File: src/rtl/ipc_mbox_pkg.sv
package ipc_mbox_pkg;
  // Register offsets (byte addresses)
  localparam int OFS_CMD  = 'h00;
  localparam int OFS_STS  = 'h04;
  localparam int OFS_SPTR = 'h08;
  localparam int OFS_DPTR = 'h0C;
  localparam int OFS_WBUF = 'h80;

  // Command word fields
  localparam int CF_OP_LSB  = 0;
  localparam int CF_IRQ_BIT = 8;
  localparam int CF_SUB_LSB = 12;
  localparam int CF_LEN_LSB = 16;

  // Status word fields
  localparam int ST_BUSY     = 0;
  localparam int ST_ERR      = 1;
  localparam int ST_PEND     = 2;
  localparam int ST_CODE_LSB = 16;

  // Result codes returned by the responder (passed through untouched)
  typedef enum logic [7:0] {
    RC_OK           = 8'd0,
    RC_UNSUPPORTED  = 8'd1,
    RC_NOT_SERVICED = 8'd2,
    RC_NO_RESOURCE  = 8'd3,
    RC_BAD_CMD      = 8'd4,
    RC_FAILED       = 8'd5,
    RC_SECURITY     = 8'd6,
    RC_UNSIGNED     = 8'd7
  } ipc_rc_e;

  function automatic logic [31:0] sts_pack(input logic busy, input logic err,
                                           input logic pend, input logic [7:0] code);
    logic [31:0] w;
    w = '0;
    w[ST_BUSY] = busy;
    w[ST_ERR]  = err;
    w[ST_PEND] = pend;
    w[ST_CODE_LSB +: 8] = code;
    return w;
  endfunction
endpackage

File: src/rtl/ipc_mbox_ctl.sv
module ipc_mbox_ctl
  import ipc_mbox_pkg::*;
(
  input  logic        clk,
  input  logic        rst_n,
  input  logic        cmd_wr,
  input  logic        sts_wr,
  input  logic [31:0] wdata,
  input  logic        done_in,
  input  logic        err_in,
  input  logic [7:0]  code_in,
  output logic        busy,
  output logic        cmd_acc,
  output logic        done_acc,
  output logic [31:0] cmd_word,
  output logic        err_q,
  output logic [7:0]  code_q,
  output logic        pend,
  output logic        doorbell
);
  logic pend_clr;
  logic pend_set;

  // Named events for the assertions and the rest of the block
  assign cmd_acc  = cmd_wr & ~busy;
  assign done_acc = done_in & busy;
  assign pend_clr = sts_wr & wdata[ST_PEND];
  assign pend_set = done_acc & cmd_word[CF_IRQ_BIT];

  always_ff @(posedge clk or negedge rst_n) begin
    if (!rst_n) begin
      busy     <= 1'b0;
      cmd_word <= '0;
      err_q    <= 1'b0;
      code_q   <= '0;
      doorbell <= 1'b0;
    end else begin
      doorbell <= cmd_acc;
      if (cmd_acc) begin
        busy     <= 1'b1;
        cmd_word <= wdata;
        err_q    <= 1'b0;
        code_q   <= '0;
      end else if (done_acc) begin
        busy   <= 1'b0;
        err_q  <= err_in;
        code_q <= code_in;
      end
    end
  end

  // Set has priority over a simultaneous write-1-to-clear
  always_ff @(posedge clk or negedge rst_n) begin
    if (!rst_n)        pend <= 1'b0;
    else if (pend_set) pend <= 1'b1;
    else if (pend_clr) pend <= 1'b0;
  end

  AST_BUSY_AFTER_ACCEPT: assert property (@(posedge clk) disable iff (!rst_n)
    cmd_acc |=> (busy && doorbell));
  AST_DOORBELL_SINGLE: assert property (@(posedge clk) disable iff (!rst_n)
    doorbell |=> !doorbell);
  AST_IGNORE_WHEN_BUSY: assert property (@(posedge clk) disable iff (!rst_n)
    (busy && cmd_wr) |=> $stable(cmd_word));
  AST_BUSY_UNTIL_DONE: assert property (@(posedge clk) disable iff (!rst_n)
    (busy && !done_in) |=> busy);
  AST_ERR_CLEARED: assert property (@(posedge clk) disable iff (!rst_n)
    cmd_acc |=> (!err_q && code_q == 8'h00));
  AST_PEND_STICKY: assert property (@(posedge clk) disable iff (!rst_n)
    (pend && !sts_wr) |=> pend);
  AST_PEND_ONLY_REQUESTED: assert property (@(posedge clk) disable iff (!rst_n)
    $rose(pend) |-> $past(done_acc && cmd_word[CF_IRQ_BIT]));
  AST_STS_WRITE_KEEPS_ERR: assert property (@(posedge clk) disable iff (!rst_n)
    (sts_wr && !done_in) |=> ($stable(err_q) && $stable(code_q)));
endmodule

File: src/rtl/ipc_mbox_buf.sv
module ipc_mbox_buf
  import ipc_mbox_pkg::*;
#(
  parameter int ADDR_W = 8,
  parameter int NWORDS = 4,
  localparam int PL_W  = NWORDS * 32
) (
  input  logic              clk,
  input  logic              rst_n,
  input  logic              wr_en,
  input  logic [ADDR_W-1:0] addr,
  input  logic [31:0]       wdata,
  input  logic              lock,
  input  logic              cap,
  input  logic [PL_W-1:0]   cap_data,
  output logic [31:0]       sptr,
  output logic [31:0]       dptr,
  output logic [PL_W-1:0]   wbuf,
  output logic [PL_W-1:0]   rbuf
);
  localparam logic [ADDR_W-1:0] A_SPTR = ADDR_W'(OFS_SPTR);
  localparam logic [ADDR_W-1:0] A_DPTR = ADDR_W'(OFS_DPTR);

  logic host_ok;
  assign host_ok = wr_en & ~lock;

  always_ff @(posedge clk or negedge rst_n) begin
    if (!rst_n) begin
      sptr <= '0;
      dptr <= '0;
    end else if (host_ok) begin
      if (addr == A_SPTR) sptr <= wdata;
      if (addr == A_DPTR) dptr <= wdata;
    end
  end

  for (genvar i = 0; i < NWORDS; i++) begin : g_word
    localparam logic [ADDR_W-1:0] A_W = ADDR_W'(OFS_WBUF + 4 * i);
    logic wsel;
    assign wsel = host_ok && (addr == A_W);

    always_ff @(posedge clk or negedge rst_n) begin
      if (!rst_n)    wbuf[32*i +: 32] <= '0;
      else if (wsel) wbuf[32*i +: 32] <= wdata;
    end

    always_ff @(posedge clk or negedge rst_n) begin
      if (!rst_n)   rbuf[32*i +: 32] <= '0;
      else if (cap) rbuf[32*i +: 32] <= cap_data[32*i +: 32];
    end
  end

  AST_WBUF_LOCKED: assert property (@(posedge clk) disable iff (!rst_n)
    lock |=> ($stable(wbuf) && $stable(sptr) && $stable(dptr)));
  AST_RBUF_HELD: assert property (@(posedge clk) disable iff (!rst_n)
    !cap |=> $stable(rbuf));
endmodule

File: src/rtl/ipc_mbox.sv
module ipc_mbox
  import ipc_mbox_pkg::*;
#(
  parameter int ADDR_W = 8,
  parameter int NWORDS = 4,
  localparam int PL_W     = NWORDS * 32,
  localparam int PL_BYTES = NWORDS * 4,
  localparam int OFS_RBUF = OFS_WBUF + PL_BYTES
) (
  input  logic              clk,
  input  logic              rst_n,
  input  logic              hst_wr_en,
  input  logic [ADDR_W-1:0] hst_addr,
  input  logic [31:0]       hst_wdata,
  output logic [31:0]       hst_rdata,
  output logic              rsp_doorbell,
  output logic [7:0]        rsp_cmd,
  output logic [3:0]        rsp_sub,
  output logic [4:0]        rsp_len,
  output logic [31:0]       rsp_sptr,
  output logic [31:0]       rsp_dptr,
  output logic [PL_W-1:0]   rsp_payload,
  input  logic              rsp_done,
  input  logic              rsp_err,
  input  logic [7:0]        rsp_code,
  input  logic [PL_W-1:0]   rsp_data,
  output logic              irq
);
  localparam logic [ADDR_W-1:0] A_CMD  = ADDR_W'(OFS_CMD);
  localparam logic [ADDR_W-1:0] A_STS  = ADDR_W'(OFS_STS);
  localparam logic [ADDR_W-1:0] A_SPTR = ADDR_W'(OFS_SPTR);
  localparam logic [ADDR_W-1:0] A_DPTR = ADDR_W'(OFS_DPTR);

  // Payload bytes at or beyond the (clamped) length are presented as zero
  function automatic logic [PL_W-1:0] payload_mask(input logic [PL_W-1:0] d,
                                                   input logic [4:0] len);
    logic [PL_W-1:0] r;
    int lim;
    lim = (int'(len) > PL_BYTES) ? PL_BYTES : int'(len);
    for (int k = 0; k < PL_BYTES; k++)
      r[8*k +: 8] = (k < lim) ? d[8*k +: 8] : 8'h00;
    return r;
  endfunction

  logic            cmd_wr, sts_wr;
  logic            busy, cmd_acc, done_acc, err_q, pend;
  logic [31:0]     cmd_word;
  logic [7:0]      code_q;
  logic [PL_W-1:0] wbuf, rbuf;

  assign cmd_wr = hst_wr_en && (hst_addr == A_CMD);
  assign sts_wr = hst_wr_en && (hst_addr == A_STS);

  ipc_mbox_ctl u_ctl (
    .clk      (clk),
    .rst_n    (rst_n),
    .cmd_wr   (cmd_wr),
    .sts_wr   (sts_wr),
    .wdata    (hst_wdata),
    .done_in  (rsp_done),
    .err_in   (rsp_err),
    .code_in  (rsp_code),
    .busy     (busy),
    .cmd_acc  (cmd_acc),
    .done_acc (done_acc),
    .cmd_word (cmd_word),
    .err_q    (err_q),
    .code_q   (code_q),
    .pend     (pend),
    .doorbell (rsp_doorbell)
  );

  ipc_mbox_buf #(.ADDR_W(ADDR_W), .NWORDS(NWORDS)) u_buf (
    .clk      (clk),
    .rst_n    (rst_n),
    .wr_en    (hst_wr_en),
    .addr     (hst_addr),
    .wdata    (hst_wdata),
    .lock     (busy),
    .cap      (done_acc),
    .cap_data (rsp_data),
    .sptr     (rsp_sptr),
    .dptr     (rsp_dptr),
    .wbuf     (wbuf),
    .rbuf     (rbuf)
  );

  assign rsp_cmd     = cmd_word[CF_OP_LSB +: 8];
  assign rsp_sub     = cmd_word[CF_SUB_LSB +: 4];
  assign rsp_len     = cmd_word[CF_LEN_LSB +: 5];
  assign rsp_payload = payload_mask(wbuf, rsp_len);
  assign irq         = pend;

  always_comb begin
    hst_rdata = '0;
    if (hst_addr == A_CMD)  hst_rdata = cmd_word;
    if (hst_addr == A_STS)  hst_rdata = sts_pack(busy, err_q, pend, code_q);
    if (hst_addr == A_SPTR) hst_rdata = rsp_sptr;
    if (hst_addr == A_DPTR) hst_rdata = rsp_dptr;
    for (int i = 0; i < NWORDS; i++) begin
      if (hst_addr == ADDR_W'(OFS_WBUF + 4 * i)) hst_rdata = wbuf[32*i +: 32];
      if (hst_addr == ADDR_W'(OFS_RBUF + 4 * i)) hst_rdata = rbuf[32*i +: 32];
    end
  end

  AST_DOORBELL_FIELDS_STABLE: assert property (@(posedge clk) disable iff (!rst_n)
    (!cmd_acc) |=> ($stable(rsp_cmd) && $stable(rsp_sub) && $stable(rsp_len)));
  AST_IRQ_DONE_WINS: assert property (@(posedge clk) disable iff (!rst_n)
    (done_acc && cmd_word[CF_IRQ_BIT] && sts_wr) |=> irq);
  AST_DONE_IDLE_NOOP: assert property (@(posedge clk) disable iff (!rst_n)
    (rsp_done && !busy && !hst_wr_en) |=> ($stable(hst_rdata) && !busy));
endmodule

File: config.mk
export PLATFORM = sky130hd
export DESIGN_NAME = ipc_mbox
export DESIGN_NICKNAME = d
export VERILOG_FILES = /design/src/rtl/ipc_mbox_pkg.sv /design/src/rtl/ipc_mbox_ctl.sv /design/src/rtl/ipc_mbox_buf.sv /design/src/rtl/ipc_mbox.sv
export SDC_FILE = /design/constraint.sdc
export NUM_CORES = 1
export LEC_CHECK = 0
export CAP_MARGIN = 20
export CORE_MARGIN = 1
export CORE_UTILIZATION = 51
export CTS_CLUSTER_DIAMETER = 40
export DETAILED_ROUTE_END_ITERATION = 8
export PLACE_DENSITY = 0.79
export SLEW_MARGIN = 20
export SYNTH_ARGS = -nofsm -noshare
export SYNTH_HDL_FRONTEND = slang
export SYNTH_SLANG_ARGS = --single-unit
File: constraint.sdc
create_clock -name clk -period 3.62 [get_ports clk]
set_input_delay 0.905 -clock clk [delete_from_list [all_inputs] [get_ports clk]]
set_output_delay 0.905 -clock clk [all_outputs]
set_load 0.005 [all_outputs]
==> out/results.ini <==
[status]
status=finished with violations
failed_checks=negative setup slack

[pwr]
p_clk_share_pct=46.1
switching_power_mw=2.93
p_total_mw=11.1
seqPwrFrac_pct=41.7
internal-power_mw=8.21
powerDensity_nw_per_um2=402
vdd_drop_max_mv=0.414
combinationalPowerShare_pct=12.2
p_leak_nw=13.2
switching_share_pct=26.3

[cells_and_area]
finish.utilization_pct=78.1
areaGrowthSynthToFinish_pct=51.0
instances_no_fill=3005
drive_gt1_share_pct=27.2
num-nets-final=2686
final_area_sq_um=27700
n_fill_cell=2321

[detailed_routing]
route.detailed.drc=0
wl_per_cell_microns=27.5
drtPass1Iterations=8
vias=18900
ant_nets=0
wl_microns=82500
drtIter0Drc=2690
viasPerCell=6.30

[placed_design]
post-place-ws_ns=-1.01
placed_cells=2844
place_area_sq_um=24400
port_buffers=423
dp_hpwl_microns=57900
globalplace.congestion=1.01

[logic_synthesis]
syn_avg_cell_area_sq_um=9.67
synth_top_cell_by_area=dfrtp_1
synth.most_common_cell=nand2_1
synth_xor_area_share_pct=0
synthSimpleGateAreaFrac_pct=20.7
ys_seq_area_share_pct=49.7
synth-compound-area-share_pct=11.1
synth_flop_cell=dfrtp_1
synth_cell_types=75
synth_nets=2077
ys_async_sr_fraction_pct=100
synth.top_cells.by_area=dfrtp_1 (50%), nand2_1 (11%), mux2_2 (8.1%)
netlist_instances=1896
netlist.area_leader.share_pct=49.7
synth_adder_area_share_pct=0
yosys-mux-area-fraction_pct=14.2
netlist_area_sq_um=18300
yosysWarnings=0
synth_edf_count=0
synth_top_family_by_area=simple AND/OR/NAND/NOR gates
synth_common_cells=nand2_1 (542), dfrtp_1 (364), mux2_2 (132)
synth_seq_cells=364

[critical_path]
critPathBufInv=5
critical-path-max-stage-delay_ns=0.33
required_ns=2.71
cp-startpoint=hst_addr[2]
startpoint_type=input pin
path_max_fanout=7
crit_family=buffers and inverters
r2r_start=u_ctl.busy
cp-end-kind=output pin
cp_cell_sequence=buf_4, buf_4, nor4bb_4, buf_4, buf_4, and2_1, a21oi_2, a22oi_2, o32a_1, buf_2
cp_common_cell=buf_4
cp_slowest_cell=nor4bb_4
critPathKind=input pin to output pin
worstPathArrival_ns=2.98

[clocking]
clk_latency_ns=0.57
cts_tree=done
cts_sinks=364
htreeDepth=2
clk_pin_slew_ns=0.06
numCtsBuffers=47
postCtsHoldBufs=0
cts_buffer_depth=3
cts_root_buf=clkbuf_16

[timing]
worst_pin_slew_ns=0.703
slew_viol_final=0
fmax_mhz=257
period_share_pct=107
finalHoldViolCount=0
rsz0062_at_grt=yes
fin_ws_ns=-0.265
whs_ns=0.278
slew_headroom_pct=53.2
setup_viol=19
fin_setup_tns_ns=-1.09
skew_ns=0.0123
fin_crit_ns=3.89

[grt]
grt_pass1_vias=18300
grt_first_pass_wirelength_microns=117000
grt_max_degree=91
grt_antenna_before_repair=0
gr-total-overflow=0
groute.usage.overall_pct=44.1

[hold_path]
hp-class=input pin to asynchronous set/reset pin

[die]
num_rows=69
die_w_microns=192
ios=424
die_h_microns=192
die-area_sq_um=36700
start_util_pct=51.7
core_sq_um=35500

[job]
maxCapViolCount=0

-- final cells by class --
cell class / instances / area [sq um] / share of cell area [%]
diodes: 1 / 2.50 / 0.00903
clock buffers: 59 / 1310 / 4.74
multi-input cells: 1371 / 9270 / 33.5
inverters: 12 / 45.0 / 0.163
clock inverters: 28 / 423 / 1.53
flip-flops and latches: 364 / 9110 / 32.9
repair buffers: 709 / 6960 / 25.1
well taps: 461 / 577 / 2.08
-- cells by family after synthesis --
logic type	count (synthesis)
buffers and inverters	161
multiplexers	230
flip-flops	364
AO/OA/AOI/OAI	308
AND/OR/NAND/NOR	833
-- layout by cell type (no fill, tap or decap), types with 9 or more instances in the layout --
cell type        netlist  routed
and2_1                49      48
nand3_2                0       9
nor2_1                52      45
o21ai_1                4      18
buf_8                  0       9
buf_4                 19     189
a21oi_2                0      17
nand3_1               32      22
nor3_1                21      16
inv_1                 11      11
nand2_2                1       9
o22ai_2                0      11
o22ai_1               32      21
a21oi_1               75      57
nor2b_1               86      86
mux2_2               132     132
clkbuf_16              0      49
buf_12                 0      34
buf_6                  7      63
buf_2                 54      26
mux2i_1               22      22
a22oi_1               14      12
mux2_1                72      72
nand2_1              542     531
dfrtp_1              364     361
o21ai_0               67      45
clkdlybuf4s50_1        0     382
-- registers in the layout (all words and copies together) (netlist names) --
signal and flops:
u_buf.dptr 32, u_buf.rbuf 128, u_buf.sptr 32, u_buf.wbuf 128, u_ctl.busy 1, u_ctl.cmd_word 32
u_ctl.code_q 8, u_ctl.doorbell 1, u_ctl.err_q 1, u_ctl.pend 1
-- worst paths after layout --
path	endpoint	slack (ns)	depth (start not counted)
worst max-delay path	hst_rdata[20]	-0.27	10
worst min-delay path	u_buf.sptr[4]	0.28	1
worst max register to register	u_ctl.cmd_word[23]	1.82	7
worst min register to register	u_buf.rbuf[27]	0.47	2
max in group asynchronous	u_buf.rbuf[38]	2.33	2
min in group clk	u_buf.rbuf[27]	0.47	2
-- metal layers --
| metal | part of all wire (%) | routed length (microns) | global-route usage [%] |
|---|---|---|---|
| met1 | 37 | 30200 | 58.4 |
| met2 | 44 | 36400 | 66.4 |
| met4 | 7.5 | 6190 | 27.4 |
| met3 | 12 | 9760 | 9.50 |
| met5 | 0 | 0 | 0 |
-- power by group through the flow --
stage | Sequential, mW | Clock, mW | Combinational (mW)
detailed placement | 4.68 | 0 | 1.21
finish | 4.64 | 5.13 | 1.36
CTS | 4.62 | 5.13 | 1.29
global route | 4.65 | 5.31 | 1.44
floorplan | 4.56 | 0 | 0.487
global placement | 4.67 | 0 | 1.18
-- timing repair --
item,4_1_cts,5_1_grt
buffers inserted,63,22
pin swaps,86,73
cloned,4,0
resized for setup,286,121
hold endpoints to repair,0,0
endpoints found under the setup margin,45,40
Power figures use the tool's default switching activity.
